$ cat src/rtl/ba_pkg.sv
package ba_pkg;

    localparam int BA_AW        = 32;
    localparam int BA_DW        = 32;
    localparam int BA_LANES     = BA_DW / 8;
    localparam int BA_LANE_W    = $clog2(BA_LANES);
    localparam int BA_BIT_W     = 3;
    localparam int BA_POS_W     = BA_LANE_W + BA_BIT_W;
    localparam int BA_ALIAS_LOG = 25;
    localparam int BA_NREG      = 2;

    typedef enum logic [1:0] {
        K_PASS  = 2'd0,
        K_BIT   = 2'd1,
        K_FAULT = 2'd2
    } req_kind_e;

    typedef enum logic [2:0] {
        ST_IDLE  = 3'd0,
        ST_PASS  = 3'd1,
        ST_BRD   = 3'd2,
        ST_BWR   = 3'd3,
        ST_FAULT = 3'd4,
        ST_DONE  = 3'd5
    } ctrl_state_e;

    typedef struct packed {
        req_kind_e              kind;
        logic [BA_AW-1:0]       word_addr;
        logic [BA_LANE_W-1:0]   lane;
        logic [BA_BIT_W-1:0]    bit_idx;
    } decode_t;

    typedef struct packed {
        logic                   we;
        logic [BA_AW-1:0]       addr;
        logic [BA_DW-1:0]       wdata;
        decode_t                dec;
    } cmd_t;

    function automatic logic [BA_AW-1:0] region_alias_base(input int r);
        return (r == 0) ? 32'h2200_0000 : 32'h4200_0000;
    endfunction

    function automatic logic [BA_AW-1:0] region_target_base(input int r);
        return (r == 0) ? 32'h2000_0000 : 32'h4000_0000;
    endfunction

    function automatic logic region_fetch_faults(input int r);
        return (r != 0);
    endfunction

    function automatic logic [BA_LANES-1:0] lane_enable(input logic [BA_LANE_W-1:0] lane);
        logic [BA_LANES-1:0] be;
        be = '0;
        be[lane] = 1'b1;
        return be;
    endfunction

endpackage

$ cat src/rtl/ba_decode.sv
module ba_decode
    import ba_pkg::*;
#(
    parameter int AW        = BA_AW,
    parameter int NREG      = BA_NREG,
    parameter int ALIAS_LOG = BA_ALIAS_LOG
) (
    input  logic [AW-1:0] addr,
    input  logic          fetch,
    output decode_t       dec
);
    localparam int OFF_LO = BA_BIT_W + 2;

    logic [NREG-1:0]   hit;
    logic [AW-1:0]     tgt_byte [NREG];

    for (genvar r = 0; r < NREG; r++) begin : g_reg
        localparam logic [AW-1:0] ABASE = region_alias_base(r);
        localparam logic [AW-1:0] TBASE = region_target_base(r);
        assign hit[r]      = (addr[AW-1:ALIAS_LOG] == ABASE[AW-1:ALIAS_LOG]);
        assign tgt_byte[r] = TBASE + AW'(addr[ALIAS_LOG-1:OFF_LO]);
    end

    always_comb begin
        dec           = '0;
        dec.kind      = K_PASS;
        dec.word_addr = addr;
        for (int r = NREG - 1; r >= 0; r--) begin
            if (hit[r]) begin
                if (fetch) begin
                    dec.kind = region_fetch_faults(r) ? K_FAULT : K_PASS;
                end else begin
                    dec.kind = K_BIT;
                end
                if (!fetch) begin
                    dec.word_addr = {tgt_byte[r][AW-1:BA_LANE_W], {BA_LANE_W{1'b0}}};
                end
                dec.lane    = tgt_byte[r][BA_LANE_W-1:0];
                dec.bit_idx = addr[OFF_LO-1:2];
            end
        end
    end

endmodule

$ cat src/rtl/ba_bitop.sv
module ba_bitop
    import ba_pkg::*;
#(
    parameter int DW = BA_DW
) (
    input  logic [DW-1:0]        word_in,
    input  logic [BA_LANE_W-1:0] lane,
    input  logic [BA_BIT_W-1:0]  bit_idx,
    input  logic                 new_val,
    output logic                 bit_out,
    output logic [DW-1:0]        word_out
);
    logic [BA_POS_W-1:0] pos;
    logic [DW-1:0]       sel_mask;

    assign pos = {lane, bit_idx};

    for (genvar i = 0; i < DW; i++) begin : g_bit
        assign sel_mask[i] = (pos == BA_POS_W'(i));
        assign word_out[i] = sel_mask[i] ? new_val : word_in[i];
    end

    assign bit_out = |(word_in & sel_mask);

endmodule

$ cat src/rtl/ba_ctrl.sv
module ba_ctrl
    import ba_pkg::*;
#(
    parameter int AW    = BA_AW,
    parameter int DW    = BA_DW,
    parameter int LANES = BA_LANES
) (
    input  logic             clk,
    input  logic             rst,
    input  logic             m_req,
    input  logic             m_we,
    input  logic [AW-1:0]    m_addr,
    input  logic [DW-1:0]    m_wdata,
    input  decode_t          dec_in,
    output logic             m_ready,
    output logic [DW-1:0]    m_rdata,
    output logic             m_err,
    output logic             s_req,
    output logic             s_we,
    output logic [AW-1:0]    s_addr,
    output logic [DW-1:0]    s_wdata,
    output logic [LANES-1:0] s_be,
    input  logic             s_ready,
    input  logic [DW-1:0]    s_rdata
);
    ctrl_state_e     state;
    cmd_t            cmd;
    logic [DW-1:0]   rdata_q;
    logic [DW-1:0]   wr_word_q;
    logic            err_q;
    logic            bit_val;
    logic [DW-1:0]   merged;

    ba_bitop #(.DW(DW)) u_bitop (
        .word_in  (s_rdata),
        .lane     (cmd.dec.lane),
        .bit_idx  (cmd.dec.bit_idx),
        .new_val  (cmd.wdata[0]),
        .bit_out  (bit_val),
        .word_out (merged)
    );

    always_ff @(posedge clk) begin
        if (rst) begin
            state     <= ST_IDLE;
            cmd       <= '0;
            rdata_q   <= '0;
            wr_word_q <= '0;
            err_q     <= 1'b0;
        end else begin
            unique case (state)
                ST_IDLE: begin
                    if (m_req) begin
                        cmd.we    <= m_we;
                        cmd.addr  <= m_addr;
                        cmd.wdata <= m_wdata;
                        cmd.dec   <= dec_in;
                        rdata_q   <= '0;
                        err_q     <= 1'b0;
                        unique case (dec_in.kind)
                            K_BIT:   state <= ST_BRD;
                            K_FAULT: state <= ST_FAULT;
                            default: state <= ST_PASS;
                        endcase
                    end
                end
                ST_PASS: begin
                    if (s_ready) begin
                        rdata_q <= cmd.we ? '0 : s_rdata;
                        state   <= ST_DONE;
                    end
                end
                ST_BRD: begin
                    if (s_ready) begin
                        if (cmd.we) begin
                            wr_word_q <= merged;
                            state     <= ST_BWR;
                        end else begin
                            rdata_q <= DW'(bit_val);
                            state   <= ST_DONE;
                        end
                    end
                end
                ST_BWR: begin
                    if (s_ready) begin
                        state <= ST_DONE;
                    end
                end
                ST_FAULT: begin
                    err_q <= 1'b1;
                    state <= ST_DONE;
                end
                ST_DONE: begin
                    state <= ST_IDLE;
                end
                default: state <= ST_IDLE;
            endcase
        end
    end

    always_comb begin
        s_req   = 1'b0;
        s_we    = 1'b0;
        s_addr  = '0;
        s_wdata = '0;
        s_be    = '0;
        unique case (state)
            ST_PASS: begin
                s_req   = 1'b1;
                s_we    = cmd.we;
                s_addr  = cmd.addr;
                s_wdata = cmd.wdata;
                s_be    = '1;
            end
            ST_BRD: begin
                s_req  = 1'b1;
                s_addr = cmd.dec.word_addr;
                s_be   = lane_enable(cmd.dec.lane);
            end
            ST_BWR: begin
                s_req   = 1'b1;
                s_we    = 1'b1;
                s_addr  = cmd.dec.word_addr;
                s_wdata = wr_word_q;
                s_be    = lane_enable(cmd.dec.lane);
            end
            default: ;
        endcase
    end

    assign m_ready = (state == ST_DONE);
    assign m_rdata = m_ready ? rdata_q : '0;
    assign m_err   = m_ready & err_q;

endmodule

$ cat src/rtl/bitalias_bridge.sv
module bitalias_bridge
    import ba_pkg::*;
#(
    parameter int AW    = BA_AW,
    parameter int DW    = BA_DW,
    parameter int LANES = DW / 8
) (
    input  logic             clk,
    input  logic             rst,
    input  logic             m_req,
    input  logic             m_we,
    input  logic             m_fetch,
    input  logic [AW-1:0]    m_addr,
    input  logic [DW-1:0]    m_wdata,
    output logic             m_ready,
    output logic [DW-1:0]    m_rdata,
    output logic             m_err,
    output logic             s_req,
    output logic             s_we,
    output logic [AW-1:0]    s_addr,
    output logic [DW-1:0]    s_wdata,
    output logic [LANES-1:0] s_be,
    input  logic             s_ready,
    input  logic [DW-1:0]    s_rdata
);
    decode_t dec;

    ba_decode #(.AW(AW)) u_decode (
        .addr  (m_addr),
        .fetch (m_fetch),
        .dec   (dec)
    );

    ba_ctrl #(.AW(AW), .DW(DW), .LANES(LANES)) u_ctrl (
        .clk     (clk),
        .rst     (rst),
        .m_req   (m_req),
        .m_we    (m_we),
        .m_addr  (m_addr),
        .m_wdata (m_wdata),
        .dec_in  (dec),
        .m_ready (m_ready),
        .m_rdata (m_rdata),
        .m_err   (m_err),
        .s_req   (s_req),
        .s_we    (s_we),
        .s_addr  (s_addr),
        .s_wdata (s_wdata),
        .s_be    (s_be),
        .s_ready (s_ready),
        .s_rdata (s_rdata)
    );

endmodule

$ cat config.mk
export PLATFORM = sky130hd
export DESIGN_NAME = bitalias_bridge
export DESIGN_NICKNAME = d
export VERILOG_FILES = /design/src/rtl/ba_pkg.sv /design/src/rtl/ba_decode.sv /design/src/rtl/ba_bitop.sv /design/src/rtl/ba_ctrl.sv /design/src/rtl/bitalias_bridge.sv
export SDC_FILE = /design/constraint.sdc
export NUM_CORES = 1
export LEC_CHECK = 0
export CORE_ASPECT_RATIO = 0.9
export CORE_MARGIN = 3
export CORE_UTILIZATION = 52
export CTS_BUF_LIST = sky130_fd_sc_hd__clkbuf_16
export CTS_CLUSTER_DIAMETER = 40
export DETAILED_ROUTE_END_ITERATION = 6
export DONT_BUFFER_PORTS = 1
export PLACE_DENSITY = 0.67
export REMOVE_ABC_BUFFERS = 1
export SYNTH_ARGS = -nofsm -noshare
export SYNTH_HDL_FRONTEND = slang
export SYNTH_SLANG_ARGS = --single-unit
$ cat constraint.sdc
create_clock -name clk -period 1.81 [get_ports clk]
set_input_delay 0 -clock clk [delete_from_list [all_inputs] [get_ports clk]]
set_output_delay 0 -clock clk [all_outputs]
set_load 0.01 [all_outputs]
* Word-level counts from Yosys, hierarchy flattened
Cells that the tools add are included.
Word-level totals: register bits 170, bits in latches 0, bits in writable memories 0, ROM bits 0, input port bits 102, output and inout port bits 104, logic and storage cells 135, memories 0
Cells by class: $add $sub $neg 2, $mul 0, divide/modulo/power cells 0, magnitude comparators 2, equal/unequal tests 45, shift operators 0, muxes and demuxes 60, bitwise operators 2, reduce and logical (&&, ||, !) cells 14
Operator list (number):
- 32-bit 2-to-1 mux | 8
- 32-bit one-hot mux with 2 select lines | 2
- 32-bit one-hot mux with 3 select lines | 1
- 5-bit == test (second input constant) | 16
- 39-bit 2-to-1 mux | 2
- 5-bit by 4-bit == test with 1-bit output (second input constant) | 8
- 1-bit 2-to-1 mux | 36
- 31-bit by 20-bit adder with 32-bit output (first input constant) | 1
- 32-bit AND | 1
- 32-bit OR reduction | 1
- 30-bit by 20-bit adder with 31-bit output (first input constant) | 1
- 5-bit by 3-bit == test with 1-bit output (second input constant) | 4
- 3-bit 2-to-1 mux | 4
- 3-bit one-hot mux with 4 select lines | 1
- 5-bit by 2-bit == test with 1-bit output (second input constant) | 2
- 2-bit != test (second input constant) | 4
- 4-bit one-hot mux with 2 select lines | 1
- 7-bit by 5-bit == test with 1-bit output (second input constant) | 1
- 7-bit by 6-bit == test with 1-bit output (second input constant) | 1
- 3-bit by 2-bit == test with 1-bit output (second input constant) | 2
- 3-bit == test (second input constant) | 2
- 3-bit one-hot mux with 2 select lines | 1
- 3-bit AND reduction | 2
- 5-bit by 1-bit == test with 1-bit output (second input constant) | 1
- other kinds (19) | 22

* Logic depth before layout (Yosys ltp)
word-level depth 9, depth in mapped cells 7, mapped depth without buffers 5

* By module
From an unflattened synthesis, not the netlist that was laid out.
Second synthesis, totals: cells, all modules 1087, area total of the unflattened synthesis 8938.6 um^2
Modules (own cells, without submodules):
- ba_ctrl | instances 1, cells an instance 906, area an instance 7503.4 um^2
- ba_bitop | instances 1, cells an instance 134, area an instance 984.7 um^2
- ba_decode | instances 1, cells an instance 47, area an instance 450.4 um^2

* Worst setup path after synthesis
Ideal clock, no wire load.
kind register -> register, start point register u_ctrl.state[0], end point register u_ctrl.cmd[15] (netlist name), library setup time 0.156 ns, arrival time 1.666 ns, required time 1.654 ns, slack -0.011 ns, cell stages (with the launch flop) 6, path buffers 2, clock period less this slack 1.821 ns, cell sequence dfxtp_1 -> or3b_2 -> nor2_1 -> buf_2 -> clkbuf_1 -> a311oi_2
Between the ends: longest elaborated chain between the ends 2
Ends and longest elaborated chain:
- start, declared | RTL line ba_ctrl.sv:26 | ctrl_state_e state;
- start signal, assigned | RTL line ba_ctrl.sv:45 | state <= ST_IDLE;
- start signal, assigned | RTL line ba_ctrl.sv:61 | K_BIT: state <= ST_BRD;
- start signal, assigned | RTL line ba_ctrl.sv:62 | K_FAULT: state <= ST_FAULT;
- 3-bit zero test | RTL line ba_ctrl.sv:51 | unique case (state)
- 2-bit AND reduction (no source line)
- end, declared | RTL line ba_ctrl.sv:27 | cmd_t cmd;
Every way passes these cells. A chain may end at the register's enable or synchronous reset.

* Worst setup path after layout
start point register u_ctrl.state[0], end point register u_ctrl.cmd[11] (netlist name)
Same word-level chain as after synthesis.

==> results.py <==
metrics = {
    "status": {
        "status": "finished with violations",
        "violations": "hold timing, setup timing",
    },
    "timing": {
        "final_max_slew_viol_count": 0,
        "fin_skew_ns": 0.00768,
        "worstMarginPinSlew_ns": 0.546,
        "max_slew_margin_pct": 63.6,
        "min_period_over_period_pct": 101,
        "rsz0062_at_grt": "yes",
        "hold_slack_ns": -0.362,
        "clock.fmax_mhz": 545,
        "setup-violations-final": 19,
        "timing.setup.tns_ns": -0.177,
        "hold_violations": 169,
        "setup_ws_ns": -0.0255,
        "fin_crit_ns": 1.84,
    },
    "layout": {
        "diodes": 0,
        "area_growth_pct": 26.6,
        "fill_cells": 1233,
        "layout.nets": 1152,
        "drive_gt1_share_pct": 21.4,
    },
    "die": {
        "core_area_mm2": 0.0150,
        "die-width_um": 138,
        "num_rows": 42,
        "start_util_pct": 54.1,
        "die-area_mm2": 0.0171,
        "io_pins": 206,
        "die_h_um": 124,
    },
    "synthesis": {
        "synth-simple-area-share_pct": 26.1,
        "synth_top_family_by_area": "simple AND/OR/NAND/NOR gates",
        "ys_seq_elements": 170,
        "synth_seq_area_share_pct": 42.0,
        "muxShareOfSynthArea_pct": 2.53,
        "ys_warn_count": 0,
        "synth.distinct_cells": 50,
        "synthTopCellsByArea": "dfxtp_1, nand2_1, a21oi_1",
        "synth_top_area_share_pct": 42.0,
        "synthTopCellsByCount": "nand2_1, dfxtp_1, a21oi_1",
        "synth-edff-count": 0,
        "yosys.area.top_type": "dfxtp_1",
        "synth_most_common_cell": "nand2_1",
        "syn_inst": 1042,
        "ys.flop_type": "dfxtp_1",
        "synth_fa_ha_area_share_pct": 0,
        "synth_compound_area_share_pct": 23.9,
        "syn-cell-area_mm2": 0.00810,
        "async_reset_ff_share_pct": 0,
        "syn-mean-instance-area_um2": 7.77,
        "synth_xor_area_share_pct": 0.108,
    },
    "worst_setup_path": {
        "arrival_ns": 2.16,
        "slowest_stage": "or3b_2",
        "crit_chain": "or3b_2 > nor2_4 > buf_4 > clkbuf_16 > nor2_1 > a311oi_1",
        "startpoint_type": "register",
        "cp-end-kind": "register",
        "cp_max_fo": 7,
        "worstSetupPathType": "reg -> reg",
        "critical-path-max-stage-delay_ns": 0.53,
        "critPathRequiredTime_ns": 2.14,
    },
    "run": {
        "maxCapViolations": 0,
    },
    "routing": {
        "first_pass_iters": 5,
        "drt-initial-drc-count": 718,
        "drcViolationCount": 0,
        "wire_per_inst_um": 19.8,
        "vias": 7568,
        "vias_per_cell": 6.00,
        "routed_wl_um": 25000,
        "ant_nets": 0,
    },
    "global_route": {
        "grt_overflow_total": 0,
        "antenna_found_initial": 0,
        "grt_pass1_wl_um": 38100,
        "grt_max_degree": 171,
        "grt_usage_pct": 27.9,
        "grt_pass1_vias": 6977,
    },
    "clock_network": {
        "clkLatencyLatePin_ns": 0.42,
        "clk_pin_slew_ns": 0.06,
        "cts_inserted_buffers": 17,
        "clock-root-buffer": "clkbuf_16",
        "clkSinkCount": 170,
        "cts_buffer_depth": 2,
        "cts_tree": "done",
        "cts.htree.levels": 4,
    },
    "power_and_ir_drop": {
        "ir_drop_mv": 0.748,
        "cellPowerDensity_mw_per_mm2": 938,
        "finalPower_uw": 9620,
        "leakage_uw": 0.00401,
    },
    "place": {
        "io_buffer_count": 0,
        "hpwl_um": 15500,
        "place.gp.congestion": 0.934,
    },
    "worst_hold_path": {
        "hp-class": "in -> reg",
    },
}
[layer usage]
metal  global-route usage, %  share of wire (%)  wire [um]  vias up
met2                    41.9                 45      11300      289
met1                    38.9                 45      11200     3574
met3                    8.60                8.2       2060       25
met4                    6.87                1.6        399        0
li1                        -                  -          -     3680
met5                       0                  0          0        -
[critical path: cells and delay by family, from the launching register on]
kind            cells  cell delay, ns
simple gates        3            0.83
flops               1            0.34
buf+inv             2            0.32
compound gates      1            0.25
[worst paths after layout]
| check | start | end | slack (ns) | depth (start not counted) |
|---|---|---|---|---|
| setup / recovery | u_ctrl.state[0] | u_ctrl.cmd[11] | -0.03 | 6 |
| setup reg to reg | u_ctrl.state[0] | u_ctrl.cmd[11] | -0.03 | 6 |
| hold / removal | rst | u_ctrl.cmd[91] | -0.36 | 1 |
| hold reg to reg | u_ctrl.rdata_q[8] | u_ctrl.rdata_q[8] | 0.45 | 2 |
[placed cells by master (no fill, tap or decap), types with 7 or more instances in the layout]
cell           count
nand2_1          254
dfxtp_1          166
a21oi_1          118
nor2_1            71
a22o_4            64
nand3_1           59
buf_4             54
a311oi_1          29
clkbuf_16         20
and2_4            18
and2_1            17
buf_12            17
o21ai_0           16
mux2i_1           16
a211oi_1          13
a311oi_2          10
nand4_1            7
dlygate4sd3_1      7
[area by class of cell]
type,count,area [um2],area share [%]
Inverter,4,15.0,0.146
Clock buffer,17,425,4.15
Timing Repair Buffer,89,1030,10.0
Sequential cell,170,3410,33.2
Clock inverter,15,185,1.81
Multi-Input combinational cell,768,4950,48.2
Tap cell,198,248,2.42
[kinds of logic after synthesis]
kind of cell	count (synthesis)
mux	20
xor+xnor	1
buf+inv	104
flops	170
compound gates	276
simple gates	471
[registers in the layout (all words and copies together) (netlist names)]
signal and count:
u_ctrl.wr_word_q 32, u_ctrl.err_q 1, u_ctrl.cmd 102, u_ctrl.state 3, u_ctrl.rdata_q 32
[report_power, final]
group,internal (uW),switching (uW)
clock,2290,1530
sequential,3990,173
combinational,720,921
total,7000,2620
[what timing repair did]
action	CTS	global route
endpoints found under the setup margin	98	102
endpoints found under the hold margin	170	169
resized for setup	32	76
setup buffers	1	7
hold buffers	1	6
gates cloned	2	3
pin swaps	1	2
[metrics by stage]
stage	instances	worst slack, ns	instance area (um2)	util [%]
after global routing	1261	-0.0836	10300	68.5
final	1261	-0.0255	10300	68.5
after CTS	1245	-0.0393	9560	63.8
after detailed placement	1209	0.0570	8680	57.9
after floorplan	942	-3.38	7680	-
after global placement	1209	0.0766	8680	57.9
No activity file was read; power rests on OpenSTA's default activity.
